## src/rtl/pwr_seq_pkg.sv

```systemverilog
// Shared types for the video power domain sequencer.
// Assumes: a single clock domain; the state encoding is private to the top.
package pwr_seq_pkg;

    typedef enum logic [3:0] {
        S_OFF,       // resting, domain powered down
        S_ON,        // resting, domain powered up
        S_UP_DOM,    // lift domain power-down
        S_MEM_STEP,  // switch one memory group or bit
        S_MEM_WAIT,  // gap after a memory step
        S_SETTLE,    // long wait after the last memory step
        S_UP_RSTA,   // hold subsystem resets
        S_UP_ISO,    // drop isolation
        S_UP_RSTR,   // release subsystem resets
        S_UP_CLK,    // enable clocks, finish power-on
        S_DN_ISO,    // raise isolation
        S_DN_ISOW,   // settle after isolation
        S_DN_DOM,    // set domain power-down
        S_DN_CLK,    // gate clocks
        S_DN_RST     // assert resets, finish power-off
    } seq_state_t;

endpackage

```

## src/rtl/pwr_wait_timer.sv

```systemverilog
// Microsecond wait timer.
// Loads a length in ticks, counts down once per us_tick and reports expiry
// while the remaining count is zero. A load takes priority over a tick.
// Assumes: len is at least 1, so expiry is never seen in the cycle after a load.
module pwr_wait_timer #(
    parameter int TW = 5
) (
    input  logic          clk,
    input  logic          rst_n,
    input  logic          load,
    input  logic [TW-1:0] len,
    input  logic          tick,
    output logic          expired
);

    logic [TW-1:0] remain;

    // Countdown register: reload on request, otherwise decrement on each tick.
    always_ff @(posedge clk) begin
        if (!rst_n) begin
            remain <= '0;
        end else if (load) begin
            remain <= len;
        end else if (tick && (remain != '0)) begin
            remain <= remain - 1'b1;
        end
    end

    assign expired = (remain == '0);

endmodule

```

## src/rtl/pwr_mem_ladder.sv

```systemverilog
// Memory power-down ladder.
// Holds the 2-bit group controls and the single-bit controls. A step drives
// one entry to the power-down level (all ones) or to the power-up level
// (all zeros). Step indices 0..NUM_PAIRS-1 select the groups, and the indices
// after them select the single bits.
// Assumes: the sequencer issues at most one step per cycle.
module pwr_mem_ladder #(
    parameter int NUM_PAIRS   = 8,
    parameter int NUM_SINGLES = 8,
    parameter int IW          = 4
) (
    input  logic                   clk,
    input  logic                   rst_n,
    input  logic                   step_en,
    input  logic [IW-1:0]          step_idx,
    input  logic                   power_down,
    output logic [2*NUM_PAIRS-1:0] pair_pd,
    output logic [NUM_SINGLES-1:0] single_pd
);

    for (genvar g = 0; g < NUM_PAIRS; g++) begin : g_pair
        logic [1:0] grp_q;
        // One 2-bit group: reset to down, rewritten when its index is stepped.
        always_ff @(posedge clk) begin
            if (!rst_n) begin
                grp_q <= 2'b11;
            end else if (step_en && (step_idx == IW'(g))) begin
                grp_q <= {2{power_down}};
            end
        end
        assign pair_pd[2*g +: 2] = grp_q;
    end

    for (genvar s = 0; s < NUM_SINGLES; s++) begin : g_single
        logic bit_q;
        // One single-bit control: reset to down, rewritten when stepped.
        always_ff @(posedge clk) begin
            if (!rst_n) begin
                bit_q <= 1'b1;
            end else if (step_en && (step_idx == IW'(NUM_PAIRS + s))) begin
                bit_q <= power_down;
            end
        end
        assign single_pd[s] = bit_q;
    end

endmodule

```

## src/rtl/vid_pwr_seq.sv

```systemverilog
// Video power domain on/off sequencer (top).
// Power-on: clear domain power-down, wake the memory groups and then the
// single bits with a gap after each, settle, hold the resets, drop isolation,
// release the resets, enable the clocks.
// Power-off: raise isolation, settle, put the memories to sleep in the same
// order, settle, set domain power-down, gate the clocks, assert the resets.
// Requests are honoured only in the matching resting state.
// Assumes: us_tick is a single-cycle pulse; GAP_US and SETTLE_US are >= 1.
module vid_pwr_seq
    import pwr_seq_pkg::*;
#(
    parameter int NUM_PAIRS   = 8,
    parameter int NUM_SINGLES = 8,
    parameter int NUM_RESETS  = 4,
    parameter int GAP_US      = 5,
    parameter int SETTLE_US   = 20
) (
    input  logic                   clk,
    input  logic                   rst_n,
    input  logic                   us_tick,
    input  logic                   start_on,
    input  logic                   start_off,
    output logic                   dom_pd,
    output logic                   iso_en,
    output logic [2*NUM_PAIRS-1:0] mem_pair_pd,
    output logic [NUM_SINGLES-1:0] mem_single_pd,
    output logic [NUM_RESETS-1:0]  sub_rst_n,
    output logic                   clk_en,
    output logic                   busy,
    output logic                   done
);

    localparam int NUM_STEPS = NUM_PAIRS + NUM_SINGLES;
    localparam int IW        = (NUM_STEPS > 1) ? $clog2(NUM_STEPS) : 1;
    localparam int MAX_WAIT  = (GAP_US > SETTLE_US) ? GAP_US : SETTLE_US;
    localparam int TW        = $clog2(MAX_WAIT + 1);
    localparam logic [IW-1:0] LAST_IDX = IW'(NUM_STEPS - 1);

    seq_state_t      state;
    logic [IW-1:0]   idx;
    logic            going_down;
    logic            tmr_load;
    logic [TW-1:0]   tmr_len;
    logic            tmr_done;
    logic            step_en;
    logic            last_step;

    assign step_en   = (state == S_MEM_STEP);
    assign last_step = (idx == LAST_IDX);

    // Timer control: short gap after a memory step, long settle elsewhere.
    always_comb begin
        tmr_load = step_en || (state == S_DN_ISO) ||
                   ((state == S_MEM_WAIT) && tmr_done && last_step);
        tmr_len  = step_en ? TW'(GAP_US) : TW'(SETTLE_US);
    end

    pwr_wait_timer #(.TW(TW)) u_timer (
        .clk     (clk),
        .rst_n   (rst_n),
        .load    (tmr_load),
        .len     (tmr_len),
        .tick    (us_tick),
        .expired (tmr_done)
    );

    pwr_mem_ladder #(
        .NUM_PAIRS   (NUM_PAIRS),
        .NUM_SINGLES (NUM_SINGLES),
        .IW          (IW)
    ) u_ladder (
        .clk        (clk),
        .rst_n      (rst_n),
        .step_en    (step_en),
        .step_idx   (idx),
        .power_down (going_down),
        .pair_pd    (mem_pair_pd),
        .single_pd  (mem_single_pd)
    );

    // Sequencer: walks the fixed order and drives the domain-level controls.
    always_ff @(posedge clk) begin
        if (!rst_n) begin
            state      <= S_OFF;
            idx        <= '0;
            going_down <= 1'b0;
            dom_pd     <= 1'b1;
            iso_en     <= 1'b1;
            sub_rst_n  <= '0;
            clk_en     <= 1'b0;
            done       <= 1'b0;
        end else begin
            done <= 1'b0;
            case (state)
                S_OFF: begin
                    if (start_on) begin
                        going_down <= 1'b0;
                        state      <= S_UP_DOM;
                    end
                end
                S_ON: begin
                    if (start_off) begin
                        going_down <= 1'b1;
                        state      <= S_DN_ISO;
                    end
                end
                S_UP_DOM: begin
                    dom_pd <= 1'b0;
                    idx    <= '0;
                    state  <= S_MEM_STEP;
                end
                S_MEM_STEP: begin
                    state <= S_MEM_WAIT;
                end
                S_MEM_WAIT: begin
                    if (tmr_done) begin
                        if (last_step) begin
                            state <= S_SETTLE;
                        end else begin
                            idx   <= idx + 1'b1;
                            state <= S_MEM_STEP;
                        end
                    end
                end
                S_SETTLE: begin
                    if (tmr_done) begin
                        state <= going_down ? S_DN_DOM : S_UP_RSTA;
                    end
                end
                S_UP_RSTA: begin
                    sub_rst_n <= '0;
                    state     <= S_UP_ISO;
                end
                S_UP_ISO: begin
                    iso_en <= 1'b0;
                    state  <= S_UP_RSTR;
                end
                S_UP_RSTR: begin
                    sub_rst_n <= '1;
                    state     <= S_UP_CLK;
                end
                S_UP_CLK: begin
                    clk_en <= 1'b1;
                    done   <= 1'b1;
                    state  <= S_ON;
                end
                S_DN_ISO: begin
                    iso_en <= 1'b1;
                    state  <= S_DN_ISOW;
                end
                S_DN_ISOW: begin
                    if (tmr_done) begin
                        idx   <= '0;
                        state <= S_MEM_STEP;
                    end
                end
                S_DN_DOM: begin
                    dom_pd <= 1'b1;
                    state  <= S_DN_CLK;
                end
                S_DN_CLK: begin
                    clk_en <= 1'b0;
                    state  <= S_DN_RST;
                end
                S_DN_RST: begin
                    sub_rst_n <= '0;
                    done      <= 1'b1;
                    state     <= S_OFF;
                end
                default: begin
                    state <= S_OFF;
                end
            endcase
        end
    end

    // Busy covers every state except the two resting ones.
    assign busy = (state != S_OFF) && (state != S_ON);

endmodule

```

## config.mk

```make
export PLATFORM = sky130hd
export DESIGN_NAME = vid_pwr_seq
export DESIGN_NICKNAME = d
export VERILOG_FILES = /design/src/rtl/pwr_seq_pkg.sv /design/src/rtl/pwr_wait_timer.sv /design/src/rtl/pwr_mem_ladder.sv /design/src/rtl/vid_pwr_seq.sv
export SDC_FILE = /design/constraint.sdc
export NUM_CORES = 1
export LEC_CHECK = 0
export BUFFER_PORTS_ARGS = -buffer_cell sky130_fd_sc_hd__buf_2
export CORE_MARGIN = 8
export CORE_UTILIZATION = 42
export CTS_BUF_LIST = sky130_fd_sc_hd__clkbuf_8
export CTS_CLUSTER_SIZE = 28
export DETAILED_ROUTE_END_ITERATION = 8
export MAX_ROUTING_LAYER = met4
export SYNTH_ARGS = -nofsm -noshare
export SYNTH_HDL_FRONTEND = slang
export SYNTH_SLANG_ARGS = --single-unit
```

## constraint.sdc

```tcl
create_clock -name clk -period 1.9 [get_ports clk]
set_input_delay 0.285 -clock clk [delete_from_list [all_inputs] [get_ports clk]]
set_output_delay 0.285 -clock clk [all_outputs]
set_load 0.05 [all_outputs]
```

* Word level (Yosys, flattened, before mapping)
Index checks and enable logic that the tools add are counted.
Widths: inputs -> output; s select.
** Word-level totals
- Bits in registers :: 38
- Input bits :: 5
- Output and inout bits :: 33
- Word-level logic and storage cells :: 125
** Cells by class
- $add $sub $neg :: 2
- Equal/unequal tests :: 36
- Multiplexer cells :: 23
- Reductions and logical operators :: 39
** Operator list (count)
- $eq 4x4->1 const B :: 15
- $pmux 4 s14 :: 1
- $mux 4 :: 9
- $eq 4x3->1 const B :: 8
- $logic_and 1x1->1 :: 20
- $eq 4x2->1 const B :: 4
- $mux 5 :: 3
- $ne 2x2->1 const B :: 6
- $pmux 4 s3 :: 1
- $reduce_bool 2->1 :: 6
- $eq 4x1->1 const B :: 2
- $logic_not 4->1 :: 2
- $pmux 1 s2 :: 4
- $pmux 4 s2 :: 1
- $logic_not 5->1 :: 1
- $reduce_and 5->1 :: 1
- $reduce_bool 5->1 :: 1
- $sub 5x1->5 const B :: 1
- $add 4x1->4 const B :: 1
- $ne 4x1->1 const B :: 1
- $reduce_and 4->1 :: 1
- $reduce_bool 4->1 :: 1
- $reduce_or 2->1 :: 2
- $mux 1 :: 3
- 4 further kinds :: 5

* Longest topological paths before layout
- Word-level depth :: 5
- Gate-level depth with buffers :: 7
- Mapped depth without buffers :: 6

* Modules after synthesis
From an unflattened synthesis, not the netlist that was laid out.
** Unflattened totals
- Cells, all modules :: 261
- Area total of the unflattened synthesis :: 2023.2 µm²
** Modules (own cells, without submodules)
- vid_pwr_seq :: times used 1, cells each 127, area an instance 934.6 µm², seq. area each 280.3 µm²
- pwr_mem_ladder :: times used 1, cells each 97, area an instance 789.5 µm², seq. area each 320.3 µm²
- pwr_wait_timer :: times used 1, cells each 37, area an instance 299.0 µm², seq. area each 100.1 µm²

* Least setup slack after synthesis
No wires, ideal clock.
- Path type :: register to register
- Start point :: register u_timer.remain[0]
- End point :: register state[0]
- Arrival time :: 1.581 ns
- Data required time :: 1.784 ns
- Slack :: 0.202 ns
- Stages on the path, launching flop included :: 8
- Buffers on the path :: 1
- Period minus slack after synthesis :: 1.698 ns
- Path through :: dfxtp_1 -> inv_1 -> ha_1 -> or4b_4 -> clkbuf_8 -> a21oi_1 -> o22ai_1 -> o211a_1
** On the way
- Longest elaborated chain between the ends :: 3
- Elaborated cells between the ends (all ways) :: 5
- Classes of those cells :: 3 x eq/ne; 2 x reduce/logical
** Ends and longest elaborated chain
- from (decl) :: RTL line pwr_wait_timer.sv:16 : logic [TW-1:0] remain;
- from (signal assigned) :: RTL line pwr_wait_timer.sv:23 : remain <= len;
- from (signal assigned) :: RTL line pwr_wait_timer.sv:25 : remain <= remain - 1'b1;
- $logic_not 5->1 (*) :: RTL line pwr_wait_timer.sv:29 : assign expired = (remain == '0);
- $ne 2x2->1 (no source line)
- $reduce_and 5->1 (no source line) (*)
- to (signal assigned) :: RTL line vid_pwr_seq.sv:127 : state <= going_down ? S_DN_DOM : S_UP_RSTA;
- to (decl) :: RTL line vid_pwr_seq.sv:39 : seq_state_t state;
Mark *: on every way between the ends. The rest lies on a longest branch, timed or not.
A chain may end at the register's enable or synchronous reset.

* Final worst setup path
- Start point :: register u_timer.remain[0]
- End point :: register idx[3]
** On the way
- Longest elaborated chain between the ends :: 3
- Elaborated cells between the ends (all ways) :: 4
- Classes of those cells :: 2 x eq/ne; 2 x reduce/logical
** Ends and longest elaborated chain
- $logic_not 5->1 (*) :: RTL line pwr_wait_timer.sv:29
- $ne 2x2->1 (no source line)
- $reduce_and 4->1 (no source line) (*)
- to (signal assigned) :: RTL line vid_pwr_seq.sv:120 : idx <= idx + 1'b1;
- to (decl) :: RTL line vid_pwr_seq.sv:40 : logic [IW-1:0] idx;
Marks and branches as above.

==> run metrics <==
sum of negative setup slack=0 ns; Post-Syn Instances=246; Detail Placement HPWL=3420 um; worst hold path type=in2reg; vias after detailed routing=1762; clock skew=0.00351 ns; proportion of layout cells with a drive suffix above 1=28.5%; Clock Latency Late Sink=0.29 ns; Worst setup startpoint=u_timer.remain[0]$_SDFFE_PN0P_; crit-path cells=inv_1 > ha_2 > or4b_4 > or4_4 > o221ai_1; Total Power=2.36 mW; post-route ant nets=0; global-route wire length before repair=7600 um; first drt pass iteration count=4; CP max-delay cell=or4b_4; H-tree depth=2; CP max FO=11; Hold Fails Final Rpt=0; Placer Congestion=0.810; Worst Setup End Kind=flop; power per standard cell area=997 nW/um^2; Num CTS Buffers=5; clk slew on worst S/H paths=0.07 ns; max-cap violation count=0; Via density=5.12; CTS tree=built; Root Driver=clkbuf_8; post-route minimum period=1.82 ns; gr ovfl total=0; Worst Slack Setup Final=0.0753 ns; Leak=1.03 nW; clock tree buffer depth=2; placed cells=335; outcome=finished clean; Yosys cell types=46; final max-slew violation count=0; DRT iter0 DRCs=82; placed cell areas=2250 sq um; fin crit share=96.0%; pre-CTS setup slack=0.0754 ns; slowest cell delay on critical path=0.55 ns; capturing point of the worst reg2reg path=idx[3]$_SDFFE_PN0P_; vias in the first global route=1598; number of synthesized register bits=35; Critical Path End=idx[3]$_SDFFE_PN0P_; maximum vdd drop=583 uV; WL per Instance=13.7 um; final core utilization=47.2%; reg-to-reg critical path startpoint=u_timer.remain[0]$_SDFFE_PN0P_; Post-Route WL=4700 um; Syn Nets=256; initial core utilization=42.7%; Post-synth EDFFs=0; CP startpoint kind=flop; final hold slack=0.270 ns; synthesized area=2140 sq um; Ant. Diodes=0; # clock sinks=35; GRT Util Overall=12.9%; Placeable Area=5010 sq um; worst-margin pin slew=0.490 ns; WP data required=2.11 ns; most used flip-flop cell after synthesis=dfxtp_1; Fill cells=539; Rows=26; setup repair after global routing missed its margin=no; Final Setup Violations=0; Slew Limit Headroom=67.3%; sequential area share after synthesis=32.8%; io pins=38; height of the die=87.4 um; largest net degree at the start of global routing=19; CP Class=reg2reg; Design Area, Final=2360 sq um; Worst R2R Setup Slack=0.08 ns; non-filler cells, final=344; # DRC=0; Synth warnings=0; CP arrival=2.03 ns; Layout area overhead=10.5%; chip width=87.4 um; fraction of registers with async set/reset=0%; initial antenna violation count=0; IO buf count=37; Reg2Reg Depth=5; mean area per synthesized cell=8.69 sq um; die footprint=7630 sq um; Fmax achieved=0.548 GHz; Final Net Count=284
==> worst min path at each step <==
stage / start / cells after the start / end / slack (ns)
floorplan: u_ladder.g_single[0].bit_q$_SDFFE_PN1P_ / 2 / u_ladder.g_single[0].bit_q$_SDFFE_PN1P_ / 0.45
global placement: u_ladder.g_single[2].bit_q$_SDFFE_PN1P_ / 2 / u_ladder.g_single[2].bit_q$_SDFFE_PN1P_ / 0.45
detailed placement: u_ladder.g_single[0].bit_q$_SDFFE_PN1P_ / 2 / u_ladder.g_single[0].bit_q$_SDFFE_PN1P_ / 0.46
CTS: rst_n / 2 / iso_en$_SDFFE_PN1P_ / 0.27
global route: rst_n / 2 / iso_en$_SDFFE_PN1P_ / 0.27
finish: rst_n / 2 / iso_en$_SDFFE_PN1P_ / 0.27
==> kinds of logic (layout without fill, tap and decap cells) <==
kind of cell,after synthesis,after routing,share of synthesized area (%)
simple gates,89,89,23.4
buf+inv,50,78,16.5
compound gates,44,44,13.7
flops,35,35,32.8
mux,21,21,9.89
fa+ha+maj,5,5,2.93
xor+xnor,2,2,0.819
==> placed cells by master (no fill, tap or decap), types with 4 or more instances in the layout <==
| master | count |
|---|---|
| a21oi_1 | 14 |
| a31oi_1 | 4 |
| and3_1 | 4 |
| buf_2 | 37 |
| buf_4 | 21 |
| clkbuf_8 | 6 |
| dfxtp_1 | 35 |
| ha_1 | 4 |
| inv_1 | 13 |
| mux2i_1 | 20 |
| nand2_1 | 22 |
| nand3_1 | 21 |
| nand4_1 | 8 |
| nor2_1 | 11 |
| nor2b_1 | 4 |
| o21ai_0 | 10 |
==> registers in the layout, indices dropped and copies added, names as in the netlist <==
register	cells
u_timer.remain	5
going_down	1
state	4
sub_rst_n	1
done	1
iso_en	1
idx	4
dom_pd	1
u_ladder.g_pair.grp_q	8
clk_en	1
u_ladder.g_single.bit_q	8
==> synth_stat cells (all sizes together), types with 2 or more instances <==
| cell type | count | share of area (%) |
|---|---|---|
| or4 | 2 | 0.70 |
| and3 | 4 | 1.2 |
| mux2i | 20 | 9.4 |
| o21ai | 11 | 2.6 |
| and2 | 3 | 0.88 |
| o221a | 2 | 1.1 |
| ha | 5 | 2.9 |
| nor3 | 2 | 0.47 |
| a211oi | 2 | 0.70 |
| nor2 | 11 | 1.9 |
| a21oi | 14 | 3.3 |
| nor4b | 2 | 1.8 |
| nor3b | 2 | 0.70 |
| a31oi | 5 | 2.2 |
| o22ai | 2 | 0.59 |
| clkbuf | 12 | 5.9 |
| o221ai | 3 | 1.2 |
| nand2 | 22 | 3.9 |
| inv | 13 | 2.3 |
| nor2b | 4 | 1.2 |
| nand4 | 8 | 2.3 |
| dfxtp | 35 | 33 |
| buf | 25 | 8.4 |
| nand3 | 21 | 4.9 |
| nand2b | 2 | 0.59 |
==> final cells by class <==
| type | count | area (sq um) | area share [%] |
|---|---|---|---|
| multi-input cells | 161 | 1100 | 46.4 |
| flip-flops and latches | 35 | 701 | 29.6 |
| repair buffers | 58 | 343 | 14.5 |
| well taps | 70 | 87.6 | 3.71 |
| clock buffers | 6 | 82.6 | 3.49 |
| inverters | 13 | 48.8 | 2.06 |
| clock inverters | 1 | 5.00 | 0.212 |
==> worst max-delay path: cells and delay by family, from the launching register on <==
kind,cells,cell delay (ns)
AND/OR/NAND/NOR,2,1.08
flip-flops,1,0.33
adder cells (fa/ha/maj),1,0.20
AO/OA/AOI/OAI,1,0.08
buffers and inverters,1,0.06
==> routing by layer <==
| metal | global-route usage [%] | share of wire, % |
|---|---|---|
| met1 | 15.3 | 46 |
| met2 | 19.8 | 46 |
| met3 | 3.77 | 6.1 |
| met4 | 5.16 | 1.0 |
| met5 | - | 0 |
==> what timing repair did <==
item,in CTS,in global routing
setup endpoints to repair,0,4
resized for setup,0,3
hold buffers,0,0
buffers inserted,0,2
endpoints found under the hold margin,0,0
==> where the power goes <==
part           internal, mW  switching [mW]  leakage [nW]
sequential            0.797          0.0872         0.284
clock                 0.284           0.263        0.0470
combinational         0.414           0.513         0.696
total                  1.49           0.863          1.03
No activity file was read; power rests on OpenSTA's default activity.
